File: src/rtl/redscan_reg.sv
module redscan_reg #(
  parameter int STAGES  = 3,
  parameter int SEL_BIT = 2
) (
  input  logic              clk,
  input  logic              rst,
  input  logic              sys_mode,
  input  logic              scan_en,
  input  logic              scan_in,
  input  logic [STAGES-1:0] cap_data,
  output logic              scan_out,
  output logic [STAGES-1:0] raw_state
);
  localparam int LAST = STAGES - 1;

  // Mask never touches SEL_BIT (>= 2), so it can be decoded from stored bits.
  function automatic logic [STAGES-1:0] mask_of(input logic [STAGES-1:0] v);
    logic [STAGES-1:0] m;
    m    = '0;
    m[0] = 1'b1;
    m[1] = v[SEL_BIT];
    return m;
  endfunction

  logic [STAGES-1:0] phys_q;
  logic              enc_q;
  logic [STAGES-1:0] logic_v;
  logic [STAGES-1:0] stage_d;
  logic [STAGES-1:0] phys_d;

  assign logic_v = phys_q ^ (enc_q ? mask_of(phys_q) : '0);

  for (genvar k = 0; k < STAGES; k++) begin : g_stage
    if (k == 0) begin : g_head
      assign stage_d[k] = rst ? 1'b0 : (scan_en ? scan_in : cap_data[k]);
    end else begin : g_body
      assign stage_d[k] = rst ? 1'b0 : (scan_en ? logic_v[k-1] : cap_data[k]);
    end
  end

  assign phys_d = stage_d ^ (sys_mode ? mask_of(stage_d) : '0);

  always_ff @(posedge clk) begin
    phys_q <= phys_d;
    enc_q  <= sys_mode;
  end

  assign scan_out  = logic_v[LAST];
  assign raw_state = phys_q;
endmodule

File: config.mk
export PLATFORM = sky130hd
export DESIGN_NAME = redscan_reg
export DESIGN_NICKNAME = d
export VERILOG_FILES = /design/src/rtl/redscan_reg.sv
export SDC_FILE = /design/constraint.sdc
export NUM_CORES = 1
export LEC_CHECK = 0
export BUFFER_PORTS_ARGS = -buffer_cell sky130_fd_sc_hd__buf_2
export CAP_MARGIN = 10
export CORE_AREA = 2 2 39 41
export DETAILED_ROUTE_END_ITERATION = 8
export DIE_AREA = 0 0 41 43
export MAX_ROUTING_LAYER = met4
export PLACE_DENSITY_LB_ADDON = 0.3
export SLEW_MARGIN = 20
export SYNTH_ARGS = -nofsm -noshare
export SYNTH_HDL_FRONTEND = slang
export SYNTH_SLANG_ARGS = --single-unit
File: constraint.sdc
create_clock -name clk -period 1.4 [get_ports clk]
set_input_delay 0.14 -clock clk [delete_from_list [all_inputs] [get_ports clk]]
set_output_delay 0.14 -clock clk [all_outputs]
set_load 0.01 [all_outputs]
==> results.sh, run 1 <==
export IMPL_grt_max_degree=6
export IMPL_hold_end="enc_q"
export IMPL_ioPinCount=12
export IMPL_synth_area_sq_um=181
export IMPL_route_vias_total=180
export IMPL_pwr_share_clk_pct=42.0
export IMPL_synthCells=18
export IMPL_ys_warn_count=0
export IMPL_combPwrFrac_pct=18.0
export IMPL_max_cap_viol_count=0
export IMPL_cp_max_fo=3
export IMPL_setup_tns_final_ns=0
export IMPL_post_route_util_pct=19.6
export IMPL_ys_seq_area_share_pct=44.1
export IMPL_p_per_area_nw_per_um2=1250
export IMPL_cp_arrival_ns=1.34
export IMPL_max_freq_mhz=852
export IMPL_wirelength_microns=408
export IMPL_grt_util_all_layers_pct=6.47
export IMPL_firstDrtPassIters=2
export IMPL_die_width_microns=41
export IMPL_switching_share_pct=25.2
export IMPL_drive_gt1_share_pct=48.4
export IMPL_ant_nets=0
export IMPL_cts_resized=0
export IMPL_grt_pass1_wl_microns=662
export IMPL_postLayoutCellArea_sq_um=272
export IMPL_cts_root_buf="clkbuf_4"
export IMPL_p_int_mw=0.254
export IMPL_tritoncts="built"
export IMPL_worstHoldPathType="input pin to register"
export IMPL_cts_clk_slew_worst_paths_ns=0.04
export IMPL_hold_depth=1
export IMPL_start_util_pct=13.1
export IMPL_finClkSkew_ns=0.00153
export IMPL_avgSynthCellArea_sq_um=10.1
export IMPL_antenna_found_initial=0
export IMPL_outcome="complete, no violations"
export IMPL_crit_path_end_kind="register"
export IMPL_p_leak_nw=0.134
export IMPL_clock_sinks=4
export IMPL_worst_skew_pair_late_latency_ns=0.24
export IMPL_critPathLaunchType="register"
export IMPL_setup_viol=0
export IMPL_hold_viol=0
export IMPL_rrSetupSlack_ns=0.23
export IMPL_die_h_microns=43
export IMPL_worst_slew_pin_slew_ns=0.285
export IMPL_rr_startpoint="enc_q"
export IMPL_synth_seq_cells=4
export IMPL_worstPathCellList="and3_1, o21a_1, nor4b_2, xor2_1"
export IMPL_postCtsHoldBufs=0
export IMPL_drtIter0Drc=1
export IMPL_r2r_end="raw_state[1]"
export IMPL_power_share_sequential_pct=40.0
export IMPL_cp_slowest_stage_delay_ns=0.33
export IMPL_gp_congestion=0.680
export IMPL_syn2layout_area_growth_pct=49.7
export IMPL_vias_per_cell=3.83
export IMPL_fp_dieArea_sq_um=1760
export IMPL_crit_required_ns=1.57
export IMPL_synth_distinct_cells=12
export IMPL_fin_crit_ns=1.17
export IMPL_cp_buffers_inverters=0
export IMPL_peakVddDrop_mv=0.739
export IMPL_wl_per_cell_microns=8.68
export IMPL_fin_ws_ns=0.227
export IMPL_slowest_stage="dfxtp_1"
export IMPL_cts_setup_buffers=0
export IMPL_max_slew_margin_rel_pct=80.9
export IMPL_holdCritStartpoint="sys_mode"
export IMPL_crit_family="simple AND/OR/NAND/NOR gates"
export IMPL_grt_pass1_vias=178
export IMPL_path_class="register to register"
export IMPL_clk_path_buf_depth=2
export IMPL_dp_hpwl_microns=298
export IMPL_p_sw_mw=0.0855
export IMPL_portBuffers=11
export IMPL_synth_nets=26
export IMPL_finalCritPeriodShare_pct=83.8
export IMPL_rsz0062_at_grt="no"
export IMPL_diodes=0
export IMPL_coreArea_sq_um=1380
export IMPL_placed_area_sq_um=249
export IMPL_place_ws_ns=0.240
export IMPL_rows=14
export IMPL_htreeDepth=1
export IMPL_overflow=0
export IMPL_fin_nets=41
export IMPL_final_max_slew_viol_count=0
export IMPL_drc=0
export IMPL_reg2regPathDepth=4
export IMPL_cts_buffers=3
-- cells by family (layout without fill, tap and decap cells) --
group	count (synthesis)	after routing	synth area share [%]
AOI/OAI and AO/OA	3	3	11.0
xor gates and xnor gates	3	3	14.5
buffers and inverters	1	14	4.14
DFF	4	4	44.1
muxes	1	1	5.52
and+or+nand+nor	6	6	20.7
-- sequential cells by signal, summed over array words and instances, names as in the netlist --
name / flops
raw_state: 3
enc_q: 1
-- power by group through the flow --
stage	clock, mW	sequential, mW	combinational (mW)
floorplan	0	0.142	0.0305
global placement	0	0.137	0.0607
detailed placement	0	0.137	0.0609
CTS	0.146	0.136	0.0619
global route	0.160	0.138	0.0676
finish	0.143	0.136	0.0612
-- per-stage QoR --
stage | hold slack [ns] | std cells | total power [mW]
after floorplan | 0.168 | 18 | 0.172
after global placement | 0.293 | 44 | 0.198
after detailed placement | 0.289 | 44 | 0.198
after CTS | 0.0456 | 47 | 0.344
after global routing | 0.0454 | 47 | 0.365
final | 0.0504 | 47 | 0.340
-- worst max path at each step --
stage	startpoint	cells after the start	slack [ns]	to
floorplan	raw_state[1]	4	0.24	raw_state[1]
global route	enc_q	4	0.16	raw_state[1]
global placement	enc_q	4	0.24	raw_state[1]
CTS	enc_q	4	0.22	raw_state[1]
finish	enc_q	4	0.23	raw_state[1]
detailed placement	enc_q	4	0.24	raw_state[1]
-- area by class of cell --
class / count / area, sq um
Fill cell: 155 / 1110
Multi-Input combinational cell: 13 / 93.8
Sequential cell: 4 / 80.1
Timing Repair Buffer: 11 / 55.1
Clock buffer: 3 / 22.5
Tap cell: 16 / 20.0
-- per-layer routing --
layer  GRT usage (%)  routed length (microns)  up-vias  part of all wire (%)
met5               -                        0        -                     0
met4            4.00                        0        0                     0
met3            8.38                       80        0                    20
met2            7.19                      152       13                    37
met1            5.77                      176       78                    43
li1                -                        -       89                     -
-- synth_stat cells, drive strengths merged --
cell / number / share of area [%]
nor4b: 1 / 8.3
o21a: 1 / 4.1
buf: 1 / 4.1
a211oi: 1 / 4.1
xnor2: 1 / 4.8
mux2i: 1 / 5.5
and3: 1 / 3.5
nor2: 3 / 6.2
nor3: 1 / 2.8
dfxtp: 4 / 44
xor2: 2 / 9.7
a21oi: 1 / 2.8
-- placed cells by master (no fill, tap or decap) --
cell / netlist / routed
nor2_1: 3 / 3
nor4b_2: 1 / 1
a21oi_1: 1 / 1
and3_1: 1 / 1
xor2_1: 2 / 2
o21a_1: 1 / 1
dfxtp_1: 4 / 4
a211oi_1: 1 / 1
clkbuf_4: 0 / 3
mux2i_1: 1 / 1
buf_2: 0 / 11
xnor2_1: 1 / 1
nor3_1: 1 / 1
No activity file was read; power rests on OpenSTA's default activity.
==> run 2, diff against run 1 <==
==> constraint.sdc (replaced) <==
create_clock -name clk -period 1.1 [get_ports clk]
set_input_delay 0.11 -clock clk [delete_from_list [all_inputs] [get_ports clk]]
set_output_delay 0.11 -clock clk [all_outputs]
set_load 0.01 [all_outputs]
==> results.sh, run 2 (synthesized netlist as in run 1, its figures left out) <==
export IMPL_outcome="finished, violations left"
export IMPL_violations="negative setup slack"
export IMPL_clock_sinks=4
export IMPL_cp_buffers_inverters=0
export IMPL_htreeDepth=1
export IMPL_cts_root_buf="clkbuf_4"
export IMPL_grt_max_degree=6
export IMPL_p_sw_mw=0.107
export IMPL_peakVddDrop_mv=0.601
export IMPL_grt_util_all_layers_pct=6.58
export IMPL_diodes=0
export IMPL_rsz0062_at_grt="yes"
export IMPL_cp_slowest_stage_delay_ns=0.31
export IMPL_antenna_found_initial=0
export IMPL_drtIter0Drc=0
export IMPL_filler_cell_count=151
export IMPL_drive_gt1_share_pct=55.9
export IMPL_start_util_pct=13.1
export IMPL_p_int_mw=0.336
export IMPL_largest_reg_flops=3
export IMPL_cp_arrival_ns=1.36
export IMPL_fin_ws_ns=-0.0952
export IMPL_gp_congestion=0.705
export IMPL_postCtsHoldBufs=0
export IMPL_ioPinCount=12
export IMPL_max_freq_mhz=837
export IMPL_hold_viol=0
export IMPL_finalCritPeriodShare_pct=109
export IMPL_worst_slew_pin_slew_ns=0.246
export IMPL_combPwrFrac_pct=20.9
export IMPL_p_per_area_nw_per_um2=1500
export IMPL_max_slew_margin_rel_pct=83.5
export IMPL_rows=14
export IMPL_p_total_mw=0.443
export IMPL_worst_skew_pair_late_latency_ns=0.23
export IMPL_layout_commonest_cell="buf_2"
export IMPL_grt_pass1_vias=181
export IMPL_cts_resized=0
export IMPL_worstPathCellList="and3_1, o21a_1, nor4b_2, xor2_1"
export IMPL_grt_pass1_wl_microns=683
export IMPL_switching_share_pct=24.2
export IMPL_p_leak_nw=0.149
export IMPL_path_class="register to register"
export IMPL_finClkSkew_ns=0.00109
export IMPL_drc=0
export IMPL_power_share_sequential_pct=38.8
export IMPL_pwr_share_clk_pct=40.3
export IMPL_final_cell_mix="11 x buf_2, 3 x nor2_1, 3 x clkbuf_4, 3 x buf_4, 3 x dfxtp_1"
export IMPL_ant_nets=0
export IMPL_route_vias_total=194
export IMPL_fin_nets=44
export IMPL_portBuffers=11
export IMPL_syn2layout_area_growth_pct=62.8
export IMPL_final_max_slew_viol_count=0
export IMPL_wl_per_cell_microns=8.12
export IMPL_fin_crit_ns=1.20
export IMPL_die_width_microns=41
export IMPL_fp_dieArea_sq_um=1760
export IMPL_setup_viol=1
export IMPL_clk_path_buf_depth=2
export IMPL_cts_buffers=3
export IMPL_cts_clk_slew_worst_paths_ns=0.04
export IMPL_overflow=0
export IMPL_firstDrtPassIters=1
export IMPL_coreArea_sq_um=1380
export IMPL_worstHoldPathType="input pin to register"
export IMPL_critPathLaunchType="register"
export IMPL_slowest_stage="dfxtp_1"
export IMPL_die_h_microns=43
export IMPL_setup_tns_final_ns=-0.0952
export IMPL_max_cap_viol_count=0
export IMPL_wirelength_microns=406
export IMPL_cts_setup_buffers=0
export IMPL_vias_per_cell=3.88
export IMPL_cp_max_fo=3
export IMPL_crit_required_ns=1.26
export IMPL_tritoncts="built"
export IMPL_crit_family="simple AND/OR/NAND/NOR gates"
export IMPL_crit_path_end_kind="register"
[run 2: cell types whose count changed in the layout (fill, tap and decap cells not counted)]
cell / before / now
buf_4: 0 / 3
dfxtp_1: 4 / 3
dfxtp_2: 0 / 1
[run 2: layout make-up]
| cell class | instances | area, sq um | area share, % |
|---|---|---|---|
| multi-input cells | 13 | 93.8 | 31.8 |
| flip-flops and latches | 4 | 81.3 | 27.5 |
| repair buffers | 14 | 77.6 | 26.3 |
| clock buffers | 3 | 22.5 | 7.63 |
| well taps | 16 | 20.0 | 6.78 |
[run 2: worst reg2reg max path: stages, from the launching register on]
cell and delay [ns]:
dfxtp_1 0.31, and3_1 0.18, o21a_1 0.19, nor4b_2 0.29, xor2_1 0.16
[run 2: metal layers]
metal / wire length [microns] / GRT usage, %
met1: 164 / 5.79
met4: 0 / 4.00
met3: 55 / 6.28
met2: 186 / 8.75
met5: 0 / -
[run 2: power groups by stage]
stage	clock (mW)	sequential, mW	combinational, mW
5_1_grt	0.202	0.174	0.104
3_5_place_dp	0	0.173	0.0943
6_report	0.179	0.172	0.0928
3_3_place_gp	0	0.173	0.0932
2_1_floorplan	0	0.180	0.0388
4_1_cts	0.187	0.172	0.0946
[run 2: final timing paths]
kind                              startpoint      endpoint  slack (ns)  cells past startpoint
worst max register to register  raw_state[1]  raw_state[1]        -0.1                      4
worst max-delay path            raw_state[1]  raw_state[1]        -0.1                      4
worst min-delay path                sys_mode         enc_q        0.03                      1
worst min register to register  raw_state[0]  raw_state[1]        0.68                      3
[run 2: through the flow]
stage          std cells  util (%)  setup slack (ns)  instance area, sq um  hold slack, ns
2_1_floorplan         18         -           -0.0596                   181           0.138
3_3_place_gp          47      19.6           -0.0607                   272           0.255
3_5_place_dp          47      19.6           -0.0811                   272           0.260
4_1_cts               50      21.2            -0.102                   294          0.0199
5_1_grt               50      21.3            -0.161                   295          0.0252
6_report              50      21.3           -0.0952                   295          0.0263
==> run 3, diff against run 2 <==
--- a/config.mk
+++ b/config.mk
@@ -8,9 +8,10 @@
 export BUFFER_PORTS_ARGS = -buffer_cell sky130_fd_sc_hd__buf_2
 export CAP_MARGIN = 10
 export CORE_AREA = 2 2 39 41
+export CTS_BUF_LIST = sky130_fd_sc_hd__clkbuf_8 sky130_fd_sc_hd__clkbuf_16
 export DETAILED_ROUTE_END_ITERATION = 8
 export DIE_AREA = 0 0 41 43
-export MAX_ROUTING_LAYER = met4
+export GPL_ROUTABILITY_DRIVEN = 0
 export PLACE_DENSITY_LB_ADDON = 0.3
 export SLEW_MARGIN = 20
 export SYNTH_ARGS = -nofsm -noshare
==> results.sh, run 3 (synthesized netlist as in run 1, its figures left out) <==
export IMPL_setup_viol=1
export IMPL_max_freq_mhz=847
export IMPL_wl_per_cell_microns=7.92
export IMPL_cp_arrival_ns=1.32
export IMPL_antenna_found_initial=0
export IMPL_met1Wirelength_microns=154
export IMPL_firstDrtPassIters=4
export IMPL_fin_ws_ns=-0.0805
export IMPL_cts_clk_slew_worst_paths_ns=0.03
export IMPL_worstHoldPathType="input pin to register"
export IMPL_wirelength_microns=396
export IMPL_highest_layer="met3"
export IMPL_postCtsHoldBufs=0
export IMPL_largest_reg_flops=3
export IMPL_worst_slew_pin_slew_ns=0.247
export IMPL_drtIter0Drc=1
export IMPL_critPathLaunchType="register"
export IMPL_cp_max_fo=3
export IMPL_portBuffers=11
export IMPL_fp_dieArea_sq_um=1760
export IMPL_rrSetupSlack_ns=-0.08
export IMPL_ant_nets=0
export IMPL_syn2layout_area_growth_pct=73.1
export IMPL_layout_commonest_cell="buf_2"
export IMPL_htreeDepth=1
export IMPL_grt_util_all_layers_pct=6.22
export IMPL_grt_max_degree=6
export IMPL_place_ws_ns=-0.0811
export IMPL_r2r_end="raw_state[1]"
export IMPL_fin_crit_ns=1.18
export IMPL_crit_required_ns=1.24
export IMPL_clk_path_buf_depth=2
export IMPL_overflow=0
export IMPL_reg2regPathDepth=4
export IMPL_final_max_slew_viol_count=0
export IMPL_grt_pass1_vias=169
export IMPL_place_inst=47
export IMPL_routed_wl_met3_microns=64
export IMPL_outcome="finished, violations left"
export IMPL_post_route_util_pct=22.7
export IMPL_tritoncts="built"
export IMPL_fin_nets=44
export IMPL_finalCritPeriodShare_pct=107
export IMPL_diodes=0
export IMPL_start_util_pct=13.1
export IMPL_rows=14
export IMPL_drive_gt1_share_pct=55.9
export IMPL_hold_viol=0
export IMPL_placed_area_sq_um=272
export IMPL_instances_no_fill=50
export IMPL_p_leak_nw=0.156
export IMPL_endpoint="raw_state[1]"
export IMPL_die_h_microns=43
export IMPL_p_per_area_nw_per_um2=1810
export IMPL_drc=0
export IMPL_clock_sinks=4
export IMPL_cts_buffers=3
export IMPL_violations="negative setup slack"
export IMPL_setup_tns_final_ns=-0.0805
export IMPL_max_slew_margin_rel_pct=83.4
export IMPL_cts_root_buf="clkbuf_8"
export IMPL_crit_path_end_kind="register"
export IMPL_postLayoutCellArea_sq_um=314
export IMPL_ioPinCount=12
export IMPL_final_cell_mix="11 x buf_2, 3 x nor2_1, 3 x clkbuf_8, 3 x buf_4, 3 x dfxtp_1"
export IMPL_worst_skew_pair_late_latency_ns=0.21
export IMPL_coreArea_sq_um=1380
export IMPL_peakVddDrop_mv=0.940
export IMPL_p_total_mw=0.568
export IMPL_hold_slack_ns=0.0458
export IMPL_path_class="register to register"
export IMPL_die_width_microns=41
export IMPL_grt_pass1_wl_microns=655
export IMPL_finClkSkew_ns=0.00241
export IMPL_route_vias_total=194
export IMPL_vias_per_cell=3.88
export IMPL_met2_length_microns=177
export IMPL_rr_startpoint="raw_state[1]"
export IMPL_max_cap_viol_count=0
export IMPL_rsz0062_at_grt="yes"
export IMPL_crit_path_start="raw_state[1]"
==> run 3: area by class of cell <==
class                           instances  area [sq um]
Clock buffer                            3          41.3
Fill cell                             148          1070
Multi-Input combinational cell         13          93.8
Sequential cell                         4          81.3
Tap cell                               16          20.0
Timing Repair Buffer                   14          77.6
==> run 3: worst max-delay path, cell delays in order (launching register included) <==
cell and delay (ns):
dfxtp_1 0.30, and3_1 0.17, o21a_1 0.18, nor4b_2 0.29
xor2_1 0.16
==> run 3: worst min path at each step <==
stage | start | to | slack [ns] | cells past startpoint
5_1_grt | sys_mode | enc_q | 0.05 | 1
3_3_place_gp | sys_mode | enc_q | 0.25 | 1
6_report | sys_mode | enc_q | 0.05 | 1
4_1_cts | sys_mode | enc_q | 0.04 | 1
3_5_place_dp | sys_mode | enc_q | 0.26 | 1
2_1_floorplan | sys_mode | enc_q | 0.14 | 0
==> run 3: what timing repair did <==
action | 4_1_cts | 5_1_grt
buffers inserted | 0 | 0
endpoints found under the setup margin | 1 | 1
endpoints found under the hold margin | 0 | 0
gates resized for setup | 0 | 1
==> run 3: per-layer routing <==
metal  vias up  track usage [%]
li1         95                -
met1        85             5.79
met2        14             8.13
met3         0             6.28
met4         0             4.00
met5         -                0
==> run 3: power by group <==
| group | switching, mW | total, mW | internal, mW |
|---|---|---|---|
| Combinational | 0.0402 | 0.0924 | 0.0522 |
| Clock | 0.0706 | 0.303 | 0.233 |
| Sequential | 0.00945 | 0.172 | 0.162 |
| Total | 0.120 | 0.568 | 0.447 |
